--- src/rtl/nest_loop_pkg.sv ---
// Package: shared defaults for the nested loop controller.
// Assumes: all widths are at least 2 bits.
package nest_loop_pkg;
    localparam int DEF_ADDR_W = 16;
    localparam int DEF_CNT_W  = 16;
    localparam int DEF_DEPTH  = 3;
endpackage

--- src/rtl/loop_level_stack.sv ---
// Module: loop_level_stack
// Holds one {count, entry address} pair per nesting level, plus a level
// counter. The innermost open level is presented on the top_* outputs.
// Assumes the caller never pushes when full or pops/decrements when empty.
module loop_level_stack #(
    parameter int DEPTH  = 3,
    parameter int CNT_W  = 16,
    parameter int ADDR_W = 16
) (
    input  logic              clk,
    input  logic              rst_n,
    input  logic              push_i,
    input  logic [CNT_W-1:0]  push_cnt_i,
    input  logic [ADDR_W-1:0] push_addr_i,
    input  logic              dec_i,
    input  logic              pop_i,
    output logic [CNT_W-1:0]  top_cnt_o,
    output logic [ADDR_W-1:0] top_addr_o,
    output logic              empty_o,
    output logic              full_o
);
    localparam int LVL_W = $clog2(DEPTH + 1);

    logic [LVL_W-1:0]  lvl_q;
    logic [CNT_W-1:0]  cnt_q  [DEPTH];
    logic [ADDR_W-1:0] addr_q [DEPTH];

    assign empty_o = (lvl_q == '0);
    assign full_o  = (lvl_q == LVL_W'(DEPTH));

    // Level counter: one up on push, one down on pop.
    always_ff @(posedge clk) begin
        if (!rst_n)      lvl_q <= '0;
        else if (push_i) lvl_q <= lvl_q + 1'b1;
        else if (pop_i)  lvl_q <= lvl_q - 1'b1;
    end

    // One storage slot per level: loaded on push into it, decremented while innermost.
    for (genvar k = 0; k < DEPTH; k++) begin : g_slot
        always_ff @(posedge clk) begin
            if (!rst_n) begin
                cnt_q[k]  <= '0;
                addr_q[k] <= '0;
            end else if (push_i && lvl_q == LVL_W'(k)) begin
                cnt_q[k]  <= push_cnt_i;
                addr_q[k] <= push_addr_i;
            end else if (dec_i && lvl_q == LVL_W'(k + 1)) begin
                cnt_q[k]  <= cnt_q[k] - 1'b1;
            end
        end
    end

    // Select the innermost open slot for the decision logic.
    always_comb begin
        top_cnt_o  = '0;
        top_addr_o = '0;
        for (int k = 0; k < DEPTH; k++) begin
            if (lvl_q == LVL_W'(k + 1)) begin
                top_cnt_o  = cnt_q[k];
                top_addr_o = addr_q[k];
            end
        end
    end

    assert_reset_empty_R1: assert property (@(posedge clk)
        !rst_n |=> lvl_q == '0);
    assert_level_bound_R5: assert property (@(posedge clk) disable iff (!rst_n)
        lvl_q <= LVL_W'(DEPTH));
    assert_no_push_full_R6: assert property (@(posedge clk) disable iff (!rst_n)
        !(push_i && full_o));
    assert_no_pop_empty_R7: assert property (@(posedge clk) disable iff (!rst_n)
        !((pop_i || dec_i) && empty_o));
    assert_count_step_R3: assert property (@(posedge clk) disable iff (!rst_n)
        dec_i |=> top_cnt_o == $past(top_cnt_o) - 1'b1);
    assert_pop_restores_R5: assert property (@(posedge clk) disable iff (!rst_n)
        (pop_i && !push_i) |=> lvl_q == $past(lvl_q) - 1'b1);
endmodule

--- src/rtl/loop_decide.sv ---
// Module: loop_decide
// Combinational strobe decoder: turns start/end strobes and the innermost
// level into jump, next address, error flags and stack commands.
// Assumes start has priority over end when both are raised.
module loop_decide #(
    parameter int CNT_W  = 16,
    parameter int ADDR_W = 16
) (
    input  logic              start_i,
    input  logic              end_i,
    input  logic [CNT_W-1:0]  count_i,
    input  logic [ADDR_W-1:0] pc_i,
    input  logic              empty_i,
    input  logic              full_i,
    input  logic [CNT_W-1:0]  top_cnt_i,
    input  logic [ADDR_W-1:0] top_addr_i,
    output logic              jump_o,
    output logic [ADDR_W-1:0] next_pc_o,
    output logic              err_ovf_o,
    output logic              err_unf_o,
    output logic              push_o,
    output logic [CNT_W-1:0]  push_cnt_o,
    output logic [ADDR_W-1:0] push_addr_o,
    output logic              dec_o,
    output logic              pop_o
);
    logic end_live;
    logic [ADDR_W-1:0] pc_next;

    // Derive every decision from the strobes and the innermost level.
    always_comb begin
        pc_next     = pc_i + 1'b1;
        end_live    = end_i && !start_i && !empty_i;
        err_ovf_o   = start_i && full_i;
        err_unf_o   = end_i && !start_i && empty_i;
        push_o      = start_i && !full_i;
        push_cnt_o  = (count_i == '0) ? CNT_W'(1) : count_i;
        push_addr_o = pc_next;
        jump_o      = end_live && (top_cnt_i > CNT_W'(1));
        dec_o       = jump_o;
        pop_o       = end_live && !jump_o;
        next_pc_o   = jump_o ? top_addr_i : pc_next;
    end
endmodule

--- src/rtl/nest_loop_ctrl.sv ---
// Module: nest_loop_ctrl (top)
// Nested loop controller: a start strobe opens a loop recording pc+1 as
// entry, an end strobe jumps back until the count runs out, then closes it.
// Assumes at most one strobe instruction per cycle from decode.
module nest_loop_ctrl #(
    parameter int ADDR_W = nest_loop_pkg::DEF_ADDR_W,
    parameter int CNT_W  = nest_loop_pkg::DEF_CNT_W,
    parameter int DEPTH  = nest_loop_pkg::DEF_DEPTH
) (
    input  logic              clk,
    input  logic              rst_n,
    input  logic              start_i,
    input  logic              end_i,
    input  logic [CNT_W-1:0]  count_i,
    input  logic [ADDR_W-1:0] pc_i,
    output logic              jump_o,
    output logic [ADDR_W-1:0] next_pc_o,
    output logic              err_ovf_o,
    output logic              err_unf_o
);
    logic              push, dec, pop, empty, full;
    logic [CNT_W-1:0]  push_cnt, top_cnt;
    logic [ADDR_W-1:0] push_addr, top_addr;

    loop_decide #(.CNT_W(CNT_W), .ADDR_W(ADDR_W)) decide_i (
        .start_i(start_i), .end_i(end_i), .count_i(count_i), .pc_i(pc_i),
        .empty_i(empty), .full_i(full), .top_cnt_i(top_cnt), .top_addr_i(top_addr),
        .jump_o(jump_o), .next_pc_o(next_pc_o),
        .err_ovf_o(err_ovf_o), .err_unf_o(err_unf_o),
        .push_o(push), .push_cnt_o(push_cnt), .push_addr_o(push_addr),
        .dec_o(dec), .pop_o(pop)
    );

    loop_level_stack #(.DEPTH(DEPTH), .CNT_W(CNT_W), .ADDR_W(ADDR_W)) stack_i (
        .clk(clk), .rst_n(rst_n),
        .push_i(push), .push_cnt_i(push_cnt), .push_addr_i(push_addr),
        .dec_i(dec), .pop_i(pop),
        .top_cnt_o(top_cnt), .top_addr_o(top_addr),
        .empty_o(empty), .full_o(full)
    );

    assert_jump_on_end_R8: assert property (@(posedge clk) disable iff (!rst_n)
        jump_o |-> (end_i && !start_i));
    assert_ovf_on_start_R6: assert property (@(posedge clk) disable iff (!rst_n)
        err_ovf_o |-> start_i);
    assert_no_jump_underflow_R7: assert property (@(posedge clk) disable iff (!rst_n)
        !(jump_o && err_unf_o));
    assert_both_strobes_R9: assert property (@(posedge clk) disable iff (!rst_n)
        (start_i && end_i) |-> (!jump_o && !err_unf_o));
    assert_ovf_hold_R6: assert property (@(posedge clk) disable iff (!rst_n)
        (err_ovf_o && !end_i) |=> $stable(top_addr) && $stable(top_cnt));
endmodule

--- config.mk ---
export PLATFORM = sky130hd
export DESIGN_NAME = nest_loop_ctrl
export DESIGN_NICKNAME = d
export VERILOG_FILES = /design/src/rtl/nest_loop_pkg.sv /design/src/rtl/loop_level_stack.sv /design/src/rtl/loop_decide.sv /design/src/rtl/nest_loop_ctrl.sv
export SDC_FILE = /design/constraint.sdc
export NUM_CORES = 1
export LEC_CHECK = 0
export BUFFER_PORTS_ARGS = -buffer_cell sky130_fd_sc_hd__buf_4
export CORE_MARGIN = 2
export CORE_UTILIZATION = 25
export CTS_BUF_LIST = sky130_fd_sc_hd__clkbuf_2
export DETAILED_ROUTE_END_ITERATION = 16
export PLACE_DENSITY = 0.5
export SLEW_MARGIN = 40
export SYNTH_ARGS = -nofsm -noshare
export SYNTH_HDL_FRONTEND = slang
export SYNTH_SLANG_ARGS = --single-unit
--- constraint.sdc ---
create_clock -name clk -period 3.35 [get_ports clk]
set_input_delay 0.1675 -clock clk [delete_from_list [all_inputs] [get_ports clk]]
set_output_delay 0.1675 -clock clk [all_outputs]
set_load 0.02 [all_outputs]
# --- After elaboration in Yosys (flattened, before gate mapping) ---
# Memory sizes are Yosys's and may differ from the RTL's.
# Index checks and enable logic that the tools add are counted.
totals:
  register_bits: 2
  mem_bits_rw: 96
  in_bits: 36
  elab_cells: 83
  n_memories: 2
mem_list:
  columns: ["name", "depth", "width", "rd", "rd_ports_with_merged_regs", "wr", "line", "rtl"]
  rows:
  - ["stack_i.addr_q", 3, 16, 3, 0, 3, "loop_level_stack.sv:26", "logic [ADDR_W-1:0] addr_q [DEPTH];"]
  - ["stack_i.cnt_q", 3, 16, 3, 0, 3, "loop_level_stack.sv:25", "logic [CNT_W-1:0] cnt_q [DEPTH];"]
classes:
  add_sub_neg: 6
  order_cmp: 1
  n_eq_ne: 3
  muxes: 41
  bitwise: 9
  n_reduce_logical: 20
ops:
  columns: ["cell", "count"]
  rows:
  - ["$mux W16", 17]
  - ["$sub A16 B1 Y16 const B", 3]
  - ["$mux W1", 22]
  - ["$add A16 B1 Y16 const B", 1]
  - ["$gt A16 B1 Y1 const B", 1]
  - ["$logic_not A16 Y1", 1]
  - ["$logic_and A1 B1 Y1", 13]
  - ["$or A1 B1 Y1", 9]
  - ["$eq A2 B2 Y1 const B", 2]
  - ["$logic_not A1 Y1", 4]
  - ["$mux W2", 2]
  - ["$add A2 B1 Y2 const B", 1]
  - ["$eq A2 B1 Y1 const B", 1]
  - ["$logic_not A2 Y1", 1]
  - ["$reduce_bool A2 Y1", 1]
  - ["$sub A2 B1 Y2 const B", 1]

# --- Longest topological paths before layout ---
logic_depth:
  word_depth: 12
  mapped_depth: 10

# --- Modules after synthesis ---
# Synthesis repeated with hierarchy kept, for this count alone.
hier_totals:
  hier_cells: 670
  hier_area_um2: 6143.4
modules_own_cells:
  columns: ["module", "instances", "cells_per_inst", "area_each_um2"]
  rows:
  - ["loop_level_stack", 1, 579, 5466.5]
  - ["loop_decide", 1, 91, 676.9]

# --- Worst setup path after synthesis ---
# Ideal clock, no wire load.
synth_timing:
  path_type: "reg2reg"
  from: "register stack_i.lvl_q[0]"
  to: "memory stack_i.cnt_q[1][0], enable pin"
  setup_ns: 0.411
  t_arrival_ns: 3.245
  required_time_ns: 2.939
  setup_slack_ns: -0.306
  path_stages_with_launch: 8
  path_buffers: 2
  period_less_slack_ns: 3.656
  path_cell_list: "dfxtp_1 inv_1 ha_1 or3b_2 or4_4 buf_8 buf_4 o21ai_0"
synth_lines:
  columns: ["item", "line", "rtl"]
  rows:
  - ["start, declared", "loop_level_stack.sv:24", "logic [LVL_W-1:0] lvl_q;"]
  - ["start signal, assigned", "loop_level_stack.sv:34", "else if (push_i) lvl_q <= lvl_q + 1'b1;"]
  - ["start signal, assigned", "loop_level_stack.sv:35", "else if (pop_i) lvl_q <= lvl_q - 1'b1;"]
  - ["end, declared", "loop_level_stack.sv:25", null]

==> impl_metrics.json <==
{
  "status": "completed",
  "reg2reg_depth": 8,
  "maxCapViolations": 0,
  "avgViaCountPerCell": 5.125,
  "endpoint_kind": "output pin",
  "synth-main-ff-cell": "edfxtp_1",
  "slowest_delay_ns": 0.59,
  "holdWs_ns": 0.06324,
  "p_per_area_nw_per_um2": 497.7,
  "vias": 4597,
  "grt_pass1_vias": 4642,
  "clk_pin_slew_ns": 0.32,
  "wire_per_inst_um": 17.93,
  "coreArea_um2": 21890,
  "syn_area_um2": 5590,
  "overflow": 0,
  "async_flop_share_pct": 0,
  "seqPwrFrac_pct": 49.6,
  "fin_tns_setup_ns": 0,
  "firstDrtPassIters": 5,
  "hold_viol_final": 0,
  "floorplan.initialDensity_pct": 25.54,
  "p_total_mw": 3.551,
  "port_buffers": 54,
  "cts-root-buf": "clkbuf_2",
  "synth-seq-cells": 98,
  "startpoint_type": "register",
  "drive_gt1_share_pct": 21.88,
  "antenna_left": 0,
  "path_max_fanout": 6,
  "clockBufferDepth": 2,
  "p_sw_share_pct": 37.12,
  "die-area_um2": 23570,
  "fin_crit_ns": 3.345,
  "vdd_drop_max_uv": 181.5,
  "hold_class": "in -> reg",
  "cts_buffers": 9,
  "gpl.final_weighted_congestion": 0.7688,
  "insertion_delay_ns": 0.66,
  "synth_edf_count": 96,
  "antenna_found_initial": 0,
  "syn_nets": 549,
  "core.rowCount": 54,
  "worstSetupPathType": "reg -> out",
  "die_h_um": 153.5,
  "finalCritPeriodShare_pct": 99.86,
  "yosysSeqAreaShare_pct": 52.28,
  "h-tree-depth": 3,
  "cp.arrival_ns": 3.18,
  "critPathLaunch": "stack_i.cnt_q[1][11]",
  "worst_pin_slew_ns": 0.7386,
  "rr_endpoint": "stack_i.cnt_q[0][0]",
  "yosysTopAreaCell": "edfxtp_1",
  "drv_slew": 0,
  "first_iter_violations": 329,
  "cp_slowest_cell": "or4_4",
  "syn_avg_cell_area_um2": 11.07,
  "crit_chain": "or4_4 -> or4_4 -> o21ai_4 -> or4_4 -> buf_12 -> buf_12 -> mux2i_2 -> buf_4",
  "yosys-top-cells-area": "edfxtp_1, a32o_1, nor2_1, xor2_1, mux2i_1",
  "ys_types": 50,
  "grt_max_degree": 38,
  "power.leakage_nw": 2.729,
  "netlist_instances": 505,
  "clockPowerShare_pct": 17.1,
  "nets": 656,
  "antenna_cells": 0,
  "rrSetupSlack_ns": 0.56,
  "skew_ns": 0.07023,
  "die_w_um": 153.5,
  "max_freq_mhz": 298.9,
  "crit_top_cell": "or4_4",
  "p_sw_mw": 1.318,
  "grt_pass1_wl_um": 25140,
  "setup_ws_ns": 0.004757,
  "yosysTopAreaCellShare_pct": 51.57,
  "yosysWarnings": 0,
  "drt-total-wl_um": 16080,
  "p_comb_share_pct": 33.2,
  "cts_tree": "built",
  "drc": 0,
  "worstPathRequired_ns": 3.18,
  "p_int_mw": 2.233,
  "slew_headroom_pct": 50.66,
  "rsz0062_at_grt": "true",
  "dp_hpwl_um": 10610,
  "crit_end": "next_pc_o[8]",
  "cts.sinks": 98,
  "io_pins": 55,
  "setup_viol": 0,
  "fill_cells": 2272,
  "syn_to_final_growth_pct": 27.62,
  "grt_usage_pct": 13.56,
  "dp_slack_ns": 0.4167,
  "rr_startpoint": "stack_i.lvl_q[0]"
}
[worst min-delay path by stage]
stage | to | from | cells after the start
finish | stack_i.addr_q[1][3] | pc_i[1] | 4
floorplan | stack_i.cnt_q[1][1] | count_i[1] | 2
global placement | stack_i.cnt_q[1][8] | count_i[8] | 2
CTS | stack_i.addr_q[1][3] | pc_i[1] | 4
detailed placement | stack_i.cnt_q[1][10] | count_i[10] | 2
global route | stack_i.addr_q[1][3] | pc_i[1] | 4
[cell type report]
type                            count  area, um2  area share (%)
Sequential cell                    98       2925           41.00
Multi-Input combinational cell    363       2566           35.97
Timing Repair Buffer              125       1099           15.40
Tap cell                          280      350.3           4.911
Clock inverter                      7      76.32           1.070
Inverter                           15      72.57           1.017
Clock buffer                        9      45.04          0.6314
[sequential cells by signal (all words and copies together), names as in the netlist]
name and count:
stack_i.cnt_q 48, stack_i.lvl_q 2, stack_i.addr_q 48
[stage by stage]
stage          util [%]  area (um2)  cells
2_1_floorplan         -        5590    505
4_1_cts           31.96        6995    893
6_report          32.59        7134    897
5_1_grt           32.59        7134    897
3_3_place_gp      28.95        6337    827
3_5_place_dp      28.95        6337    827
[repair_timing]
| action | CTS | global route |
|---|---|---|
| setup endpoints to repair | 16 | 16 |
| pin swaps | 4 | 2 |
| gates resized for setup | 17 | 23 |
| hold buffers | 34 | 0 |
| buffers inserted | 16 | 4 |
| endpoints found under the hold margin | 93 | 0 |
[critical path, delay by kind of cell, from the launching register on]
kind | cells | cell delay [ns]
AOI/OAI and AO/OA | 1 | 0.18
buffers and inverters | 3 | 0.44
and+or+nand+nor | 3 | 1.25
muxes | 1 | 0.23
DFF | 1 | 0.46
[Yosys cell counts, types with 2 or more instances]
cell	number
o41ai_1	6
a22o_1	2
xor2_1	34
buf_1	2
nor2b_1	2
edfxtp_1	96
nor4_1	17
nand2_1	18
nand3_1	19
nor2_1	82
a32o_1	41
and3_1	4
a21o_1	2
nand2b_1	3
inv_1	14
clkbuf_1	20
a31o_2	2
mux2i_1	15
ha_1	8
and2_1	6
nand4_1	4
buf_2	4
xnor2_1	16
or3_1	2
o31ai_1	5
or4_1	5
a21oi_1	19
a22oi_1	16
dfxtp_1	2
o21ai_0	4
nor3_1	12
or4_4	5
[cells by family (layout without fill, tap and decap cells)]
group | Yosys count | after routing | synth area share (%)
compound gates | 101 | 101 | 14.77
xor+xnor | 50 | 50 | 7.833
fa+ha+maj | 8 | 8 | 1.791
buf+inv | 44 | 156 | 3.492
flops | 98 | 98 | 52.28
mux | 16 | 16 | 2.954
simple gates | 188 | 188 | 16.88
[power by group through the flow]
stage | Sequential, mW | Clock [mW] | Combinational, mW
after floorplan | 1.75 | 0 | 0.692
after global placement | 1.78 | 0 | 0.997
after detailed placement | 1.79 | 0 | 1.02
after CTS | 1.76 | 0.626 | 1.12
after global routing | 1.79 | 0.675 | 1.29
final | 1.76 | 0.608 | 1.18
[placed cells by master, fill, tap and decap left out, drive strengths merged, types with 2 or more instances in the layout]
cell	netlist	final
dfxtp	2	2
ha	8	8
edfxtp	96	96
clkbuf	20	9
mux2i	15	15
a22o	2	2
nor2b	2	2
and3	4	4
a32o	41	41
o31ai	5	5
or3	2	2
xor2	34	34
o21ai	5	5
nand2b	3	3
o41ai	6	6
nand2	18	18
nand4	4	4
clkinv	0	2
nor4	17	17
inv	15	20
buf	9	91
a21oi	19	19
nor3	13	13
a31o	2	2
nor2	82	82
or4	10	10
and2	6	6
nand3	19	19
xnor2	16	16
a22oi	16	16
dlygate4sd3	0	34
a21o	2	2
[layer usage]
metal	wire, um	GRT usage, %
met5	0	0
met1	7681	18.37
met2	7504	21.95
met3	710	2.931
met4	185	3.757
No activity file was read; power rests on OpenSTA's default activity.
